## src/rtl/chol_pkg.sv

```systemverilog
package chol_pkg;
  typedef enum logic [3:0] {
    S_IDLE, S_LD, S_LDW, S_RA, S_RB, S_MAC, S_FIN, S_DV0, S_SQ, S_DV, S_WR, S_DONE
  } state_t;
endpackage

```

## src/rtl/chol_isqrt.sv

```systemverilog
module chol_isqrt #(
  parameter int IN_W = 40,
  localparam int OUT_W = IN_W / 2,
  localparam int CNT_W = $clog2(OUT_W + 1)
) (
  input  logic             clk_i,
  input  logic             rst_ni,
  input  logic             start_i,
  input  logic [IN_W-1:0]  rad_i,
  output logic             done_o,
  output logic [OUT_W-1:0] root_o
);
  logic [IN_W-1:0]  x_q, rad_q;
  logic [OUT_W-1:0] rem_q, root_q;
  logic [CNT_W-1:0] cnt_q;
  logic             busy_q, done_q;
  logic [OUT_W+1:0] rem_sh, trial;
  logic             ge;

  assign rem_sh = {rem_q, x_q[IN_W-1 -: 2]};
  assign trial  = {root_q, 2'b01};
  assign ge     = rem_sh >= trial;

  always_ff @(posedge clk_i or negedge rst_ni) begin
    if (!rst_ni) begin
      x_q <= '0; rad_q <= '0; rem_q <= '0; root_q <= '0;
      cnt_q <= '0; busy_q <= 1'b0; done_q <= 1'b0;
    end else begin
      done_q <= 1'b0;
      if (start_i) begin
        x_q <= rad_i; rad_q <= rad_i; rem_q <= '0; root_q <= '0;
        cnt_q <= CNT_W'(OUT_W); busy_q <= 1'b1;
      end else if (busy_q) begin
        x_q    <= x_q << 2;
        rem_q  <= ge ? OUT_W'(rem_sh - trial) : OUT_W'(rem_sh);
        root_q <= {root_q[OUT_W-2:0], ge};
        cnt_q  <= cnt_q - 1'b1;
        if (cnt_q == CNT_W'(1)) begin
          busy_q <= 1'b0;
          done_q <= 1'b1;
        end
      end
    end
  end

  assign done_o = done_q;
  assign root_o = root_q;

  logic [IN_W+1:0] r0, r1;
  assign r0 = IN_W'(0) + (IN_W+2)'(root_q);
  assign r1 = r0 + 1'b1;
  assert_root_floor_R3: assert property (@(posedge clk_i) disable iff (!rst_ni)
    done_q |-> (r0 * r0 <= (IN_W+2)'(rad_q)) && (r1 * r1 > (IN_W+2)'(rad_q)));
endmodule

```

## src/rtl/chol_div.sv

```systemverilog
module chol_div #(
  parameter int NUM_W = 40,
  parameter int DEN_W = 16,
  localparam int CNT_W = $clog2(NUM_W + 1),
  localparam int PW = NUM_W + DEN_W + 1
) (
  input  logic                    clk_i,
  input  logic                    rst_ni,
  input  logic                    start_i,
  input  logic signed [NUM_W-1:0] num_i,
  input  logic signed [DEN_W-1:0] den_i,
  output logic                    done_o,
  output logic signed [NUM_W-1:0] quo_o
);
  logic [NUM_W-1:0] n_q;
  logic [DEN_W:0]   rem_q, rem_sh;
  logic [DEN_W-1:0] d_q;
  logic [CNT_W-1:0] cnt_q;
  logic             neg_q, busy_q, done_q, ge;
  logic signed [NUM_W-1:0] num_q;
  logic signed [DEN_W-1:0] den_q;

  assign rem_sh = {rem_q[DEN_W-1:0], n_q[NUM_W-1]};
  assign ge     = rem_sh >= {1'b0, d_q};

  always_ff @(posedge clk_i or negedge rst_ni) begin
    if (!rst_ni) begin
      n_q <= '0; rem_q <= '0; d_q <= '0; cnt_q <= '0; neg_q <= 1'b0;
      busy_q <= 1'b0; done_q <= 1'b0; num_q <= '0; den_q <= '0;
    end else begin
      done_q <= 1'b0;
      if (start_i) begin
        n_q    <= num_i[NUM_W-1] ? NUM_W'(-num_i) : num_i;
        d_q    <= den_i[DEN_W-1] ? DEN_W'(-den_i) : den_i;
        neg_q  <= num_i[NUM_W-1] ^ den_i[DEN_W-1];
        num_q  <= num_i; den_q <= den_i;
        rem_q  <= '0; cnt_q <= CNT_W'(NUM_W); busy_q <= 1'b1;
      end else if (busy_q) begin
        rem_q <= ge ? rem_sh - {1'b0, d_q} : rem_sh;
        n_q   <= {n_q[NUM_W-2:0], ge};
        cnt_q <= cnt_q - 1'b1;
        if (cnt_q == CNT_W'(1)) begin
          busy_q <= 1'b0;
          done_q <= 1'b1;
        end
      end
    end
  end

  assign done_o = done_q;
  assign quo_o  = neg_q ? -$signed(n_q) : $signed(n_q);

  logic signed [PW-1:0] nx, dx, rx, rabs, dabs;
  assign nx   = PW'(num_q);
  assign dx   = PW'(den_q);
  assign rx   = nx - PW'(quo_o) * dx;
  assign rabs = rx[PW-1] ? -rx : rx;
  assign dabs = dx[PW-1] ? -dx : dx;
  assert_div_trunc_R3: assert property (@(posedge clk_i) disable iff (!rst_ni)
    done_q |-> (rx == '0) || ((rx[PW-1] == nx[PW-1]) && (rabs < dabs)));
endmodule

```

## src/rtl/chol_seq.sv

```systemverilog
module chol_seq
  import chol_pkg::*;
#(
  parameter int N     = 4,
  parameter int DW    = 16,
  parameter int ACC_W = 40,
  localparam int IW     = $clog2(N),
  localparam int AW     = 2 * IW,
  localparam int ROOT_W = ACC_W / 2
) (
  input  logic          clk_i,
  input  logic          rst_ni,
  input  logic          start_i,
  output logic          done_o,
  output logic          err_o,
  output logic [AW-1:0] mem_addr_o,
  input  logic [DW-1:0] mem_rdata_i,
  output logic [DW-1:0] mem_wdata_o,
  output logic          mem_we_o
);
  localparam longint MAXL = (longint'(1) << (DW - 1)) - 1;
  localparam logic signed [ACC_W-1:0] MAXV = ACC_W'(MAXL);
  localparam logic signed [ACC_W-1:0] MINV = ACC_W'(-MAXL - 1);

  function automatic logic [DW-1:0] sat_f(input logic signed [ACC_W-1:0] v);
    if (v > MAXV) return DW'(MAXV);
    if (v < MINV) return DW'(MINV);
    return DW'(v);
  endfunction

  state_t state_q;
  logic [IW-1:0] i_q, j_q, k_q;
  logic signed [ACC_W-1:0] acc_q;
  logic signed [DW-1:0]    opa_q;
  logic [DW-1:0]           res_q;
  logic                    err_q;
  logic                    diag, sq_start, dv_start, sq_done, dv_done;
  logic [ROOT_W-1:0]       sq_root;
  logic signed [ACC_W-1:0] dv_quo;
  logic signed [2*DW-1:0]  prod;

  assign diag     = (i_q == j_q);
  assign sq_start = (state_q == S_FIN) && diag && !acc_q[ACC_W-1];
  assign dv_start = (state_q == S_DV0) && (mem_rdata_i != '0);
  assign prod     = opa_q * $signed(mem_rdata_i);

  chol_isqrt #(.IN_W(ACC_W)) u_sqrt (
    .clk_i, .rst_ni, .start_i(sq_start), .rad_i(acc_q),
    .done_o(sq_done), .root_o(sq_root)
  );

  chol_div #(.NUM_W(ACC_W), .DEN_W(DW)) u_div (
    .clk_i, .rst_ni, .start_i(dv_start), .num_i(acc_q),
    .den_i($signed(mem_rdata_i)), .done_o(dv_done), .quo_o(dv_quo)
  );

  always_ff @(posedge clk_i or negedge rst_ni) begin
    if (!rst_ni) begin
      state_q <= S_IDLE; i_q <= '0; j_q <= '0; k_q <= '0;
      acc_q <= '0; opa_q <= '0; res_q <= '0; err_q <= 1'b0;
    end else begin
      unique case (state_q)
        S_IDLE: if (start_i) begin
          i_q <= '0; j_q <= '0; err_q <= 1'b0; state_q <= S_LD;
        end
        S_LD:  state_q <= S_LDW;
        S_LDW: begin
          acc_q <= {{(ACC_W-DW){mem_rdata_i[DW-1]}}, mem_rdata_i};
          if (i_q == '0) state_q <= S_FIN;
          else begin k_q <= i_q - 1'b1; state_q <= S_RA; end
        end
        S_RA: state_q <= S_RB;
        S_RB: begin opa_q <= $signed(mem_rdata_i); state_q <= S_MAC; end
        S_MAC: begin
          acc_q <= acc_q - {{(ACC_W-2*DW){prod[2*DW-1]}}, prod};
          if (k_q == '0) state_q <= S_FIN;
          else begin k_q <= k_q - 1'b1; state_q <= S_RA; end
        end
        S_FIN:
          if (!diag) state_q <= S_DV0;
          else if (acc_q[ACC_W-1]) begin err_q <= 1'b1; state_q <= S_DONE; end
          else state_q <= S_SQ;
        S_DV0:
          if (mem_rdata_i == '0) begin err_q <= 1'b1; state_q <= S_DONE; end
          else state_q <= S_DV;
        S_SQ: if (sq_done) begin
          res_q <= sat_f($signed({{(ACC_W-ROOT_W){1'b0}}, sq_root}));
          state_q <= S_WR;
        end
        S_DV: if (dv_done) begin res_q <= sat_f(dv_quo); state_q <= S_WR; end
        S_WR:
          if (j_q == IW'(N - 1)) begin
            if (i_q == IW'(N - 1)) state_q <= S_DONE;
            else begin i_q <= i_q + 1'b1; j_q <= i_q + 1'b1; state_q <= S_LD; end
          end else begin j_q <= j_q + 1'b1; state_q <= S_LD; end
        S_DONE: state_q <= S_IDLE;
        default: state_q <= S_IDLE;
      endcase
    end
  end

  always_comb begin
    mem_addr_o = '0;
    unique case (state_q)
      S_LD:    mem_addr_o = {i_q, j_q};
      S_RA:    mem_addr_o = {i_q, k_q};
      S_RB:    mem_addr_o = {j_q, k_q};
      S_FIN:   mem_addr_o = {i_q, i_q};
      S_WR:    mem_addr_o = {j_q, i_q};
      default: mem_addr_o = '0;
    endcase
  end

  assign mem_we_o    = (state_q == S_WR);
  assign mem_wdata_o = mem_we_o ? res_q : '0;
  assign done_o      = (state_q == S_DONE);
  assign err_o       = done_o && err_q;

  assert_lower_write_R2: assert property (@(posedge clk_i) disable iff (!rst_ni)
    mem_we_o |-> mem_addr_o[AW-1 -: IW] >= mem_addr_o[IW-1:0]);
  assert_diag_nonneg_R3: assert property (@(posedge clk_i) disable iff (!rst_ni)
    (mem_we_o && mem_addr_o[AW-1 -: IW] == mem_addr_o[IW-1:0]) |-> !mem_wdata_o[DW-1]);
  assert_done_pulse_R7: assert property (@(posedge clk_i) disable iff (!rst_ni)
    done_o |=> !done_o && !mem_we_o);
  assert_single_write_R9: assert property (@(posedge clk_i) disable iff (!rst_ni)
    mem_we_o |=> !mem_we_o);
  assert_err_stops_R5: assert property (@(posedge clk_i) disable iff (!rst_ni)
    err_o |=> !mem_we_o);
endmodule

```

## config.mk

```make
export PLATFORM = sky130hd
export DESIGN_NAME = chol_seq
export DESIGN_NICKNAME = d
export VERILOG_FILES = /design/src/rtl/chol_pkg.sv /design/src/rtl/chol_isqrt.sv /design/src/rtl/chol_div.sv /design/src/rtl/chol_seq.sv
export SDC_FILE = /design/constraint.sdc
export NUM_CORES = 2
export LEC_CHECK = 0
export ABC_CLOCK_PERIOD_IN_PS = 18390
export BUFFER_PORTS_ARGS = -buffer_cell sky130_fd_sc_hd__clkbuf_2
export CELL_PAD_IN_SITES_DETAIL_PLACEMENT = 2
export CELL_PAD_IN_SITES_GLOBAL_PLACEMENT = 2
export CORE_MARGIN = 2
export CORE_UTILIZATION = 33
export DETAILED_ROUTE_END_ITERATION = 10
export GPL_TIMING_DRIVEN = 0
export PLACE_DENSITY_LB_ADDON = 0.2
export REMOVE_ABC_BUFFERS = 1
export SLEW_MARGIN = 10
export SYNTH_ARGS = -nofsm -noshare
export SYNTH_HDL_FRONTEND = slang
export SYNTH_SLANG_ARGS = --single-unit
```

## constraint.sdc

```tcl
create_clock -name clk_i -period 18.39 [get_ports clk_i]
set_clock_uncertainty 0.2 [all_clocks]
set_input_delay 0.9195 -clock clk_i [delete_from_list [all_inputs] [get_ports clk_i]]
set_output_delay 0.9195 -clock clk_i [all_outputs]
set_load 0.1 [all_outputs]
```

==> run summary <==
======================================================================================
Outcome .................................................................    completed
Prevailing post-synth register cell ..................................... sky130_fd_sc_hd__dfrtp_1
Weighted congestion reported at the end of routability-driven placement .       0.7893
Number of antenna violations at the first check in global routing .......            3
Buffer count from post-CTS setup fixing .................................            0
Routed vias .............................................................       22.32k
Number of global-route vias before repair ...............................       25.44k
Number of fill cells in the layout ......................................         9221
Iter 0 DRT Violations ...................................................          884
Final Hold Fails ........................................................            0
Cell seen most often among critical-path stages ......................... sky130_fd_sc_hd__fa_1
Length of the first detailed-routing pass in iterations .................            4
Number of flops mapped to enable cells by yosys .........................            0
CTS tree ................................................................          yes
HP Class ................................................................     in2async
Layout net count ........................................................         3546
Leading cell type in the layout, fill and taps excluded ................. sky130_fd_sc_hd__inv_1
Width of the die ........................................................     292.3 µm
Highest-count cells in the layout ignoring fill and taps ................ sky130_fd_sc_hd__inv_1, sky130_fd_sc_hd__nand2_1, sky130_fd_sc_hd__fa_1
Count of pins on the block boundary .....................................           42
Wire length of the first global-routing pass ............................     141.6 mm
Synth-to-layout area growth .............................................       9.631%
Critical Path Slowest Stage Cell ........................................ sky130_fd_sc_hd__inv_1
Number of CTS-inserted buffers ..........................................           37
Clock transition at the registers of the reported paths .................      0.06 ns
Final worst path period share ...........................................       58.87%
Crit start category ..................................................... primary input
Max-cap check violation count ...........................................            0
Number of failing setup endpoints in the final timing report ............            0
Worst slew margin relative to its limit .................................       19.09%
Routed wire length ......................................................     86.34 mm
Post-CTS sizing .........................................................            0
Proportion of synthesized chip area in sequential cells .................       22.90%
Maximum frequency from static timing analysis ...........................    92.36 MHz
Unrepaired setup endpoints after global routing .........................           no
Remaining antenna violation count .......................................            0
Unique masters post-synth ...............................................           77
Total die area ..........................................................    85430 µm²
Core outline area .......................................................    82240 µm²
Required time of the worst setup path ...................................     18.63 ns
Worst slack on hold paths ...............................................   0.06439 ns
Critical path type ......................................................       in2reg
Total gr overflow .......................................................            0
#FFs+latches synth ......................................................          251
Async set-or-reset flop fraction in the synthesized netlist .............       100.0%
Overall routing resource usage ..........................................       20.43%
Average wire length per cell after detail routing .......................     20.55 µm
Yosys warning count .....................................................            0
Starting density of the core ............................................       33.35%
Post-synthesis instance area ............................................    27430 µm²
Cell at the root of the clock tree ...................................... sky130_fd_sc_hd__clkbuf_16
Detailed placement HPWL .................................................     65.29 mm
Minimum clock period after layout .......................................     10.83 ns
Die extent in y .........................................................     292.3 µm
Largest stage delay, worst path .........................................      0.97 ns
Routed via count divided by cell count ..................................        5.311
Critical Path Sink Type .................................................         flop
Total DRC errors in the routed layout ...................................            0
Arrival time at the worst endpoint ......................................     11.06 ns
Hold-fix buffers, CTS ...................................................            0
Clock Sink Count ........................................................          251
Later-pin clock latency in the skew report ..............................      0.57 ns
Quantity of I/O buffers inserted on ports ...............................           41
Maximum buffer depth of the clock tree ..................................            3
Actual transition at the worst max-transition pin .......................     1.205 ns
Biggest fanout along the worst timing path ..............................           22
Final Slew Violations ...................................................            0
Fraction of final layout cells with drive strength greater than 1 .......       6.552%
Floorplan row count .....................................................          105
TNS Setup ...............................................................         0 ns
Mean cell area of the mapped netlist ....................................    8.644 µm²
Largest net degree at the start of global routing .......................           87
Number of H-tree levels .................................................            2
Synthesized instance count ..............................................         3173
======================================================================================
metal layers:
| layer | wire length (µm) | GRT usage (%) | part of all wire [%] |
|---|---|---|---|
| met1 | 37850 | 25.62 | 44 |
| met2 | 44740 | 37.57 | 52 |
| met3 | 1903 | 2.223 | 2.2 |
| met4 | 1853 | 4.615 | 2.1 |
| met5 | 0 | 0 | 0 |
state kept, by name, summed over array words and instances (netlist names), 2 cells and up:
name,flops
u_div.rem_q,16
u_div.n_q,40
u_sqrt.rem_q,20
u_sqrt.x_q,40
u_div.d_q,16
j_q,2
u_div.cnt_q,6
k_q,2
i_q,2
u_sqrt.root_o,20
opa_q,16
res_q,16
state_q,4
u_sqrt.cnt_q,5
acc_q,40
area by class of cell:
type	count	area (µm²)	share of cell area, %
clock inverter	19	315.3	1.049
timing repair buffer	71	593.1	1.972
antenna	3	7.507	0.02497
multi-input combinational	2335	18960	63.07
clock buffer	47	1035	3.441
tap	1070	1339	4.453
inverter	406	1524	5.068
sequential	251	6291	20.92
final timing paths:
check / depth (start not counted) / start / endpoint / slack, ns
setup / recovery: 30 / mem_rdata_i[15] / acc_q[33]$_DFFE_PN0P_ / 7.56
hold / removal: 1 / rst_ni / u_sqrt.rem_q[6]$_DFFE_PN0P_ / 0.06
setup reg to reg: 31 / opa_q[7]$_DFFE_PN0P_ / acc_q[33]$_DFFE_PN0P_ / 8.18
hold reg to reg: 1 / u_div.done_o$_DFF_PN0_ / state_q[0]$_DFFE_PN0P_ / 0.25
max in group asynchronous: 3 / rst_ni / u_div.busy_q$_DFF_PN0_ / 16.78
min in group clk_i: 1 / u_div.done_o$_DFF_PN0_ / state_q[0]$_DFFE_PN0P_ / 0.25
critical path, delay by kind of cell:
kind                       cells  cell delay [ns]
adders and majority gates      8             3.83
AOI/OAI and AO/OA             11             2.58
muxes                          1             0.42
xor gates and xnor gates       1             0.27
and+or+nand+nor                5             1.44
buffers and inverters          4             1.53
kinds of logic after synthesis:
kind of cell	after synthesis	share of synthesized area, %
simple gates	938	16.49
compound gates	657	15.05
mux	143	5.310
buf+inv	587	8.143
xor+xnor	172	5.493
flops	251	22.90
fa+ha+maj	425	26.61
cells in the mapped netlist, drive strengths merged, types with 25 or more instances:
master  count  area, µm²
a211oi     30      225.2
nor2b      30      187.7
a31oi      25      156.4
and2      135      844.6
mux2i     123       1231
nor2      178      668.1
ha        161       2014
xor2       49      429.2
xnor2     123       1077
nand3      28      140.1
clkbuf    162      608.1
fa        264       5285
a21o       46      345.3
dfrtp     251       6281
nand2     356       1336
nand2b     30      187.7
a21oi     155      813.3
and3       32      200.2
o21ai     217       1086
nor3       40      205.2
inv       405       1520
stage by stage:
stage          utilization, %  cells  setup WS [ns]  area [µm²]
5_1_grt                 36.55   4199          7.065       30060
3_3_place_gp            34.36   4103          3.436       28260
6_report                36.56   4202          7.563       30070
4_1_cts                 36.54   4199          7.492       30050
3_5_place_dp            34.90   4133          6.932       28700
2_1_floorplan               -   2992          9.108       26720
Power is not shown: default switching activity piles up to over one toggle a cycle in this logic, so the estimate is an artifact.
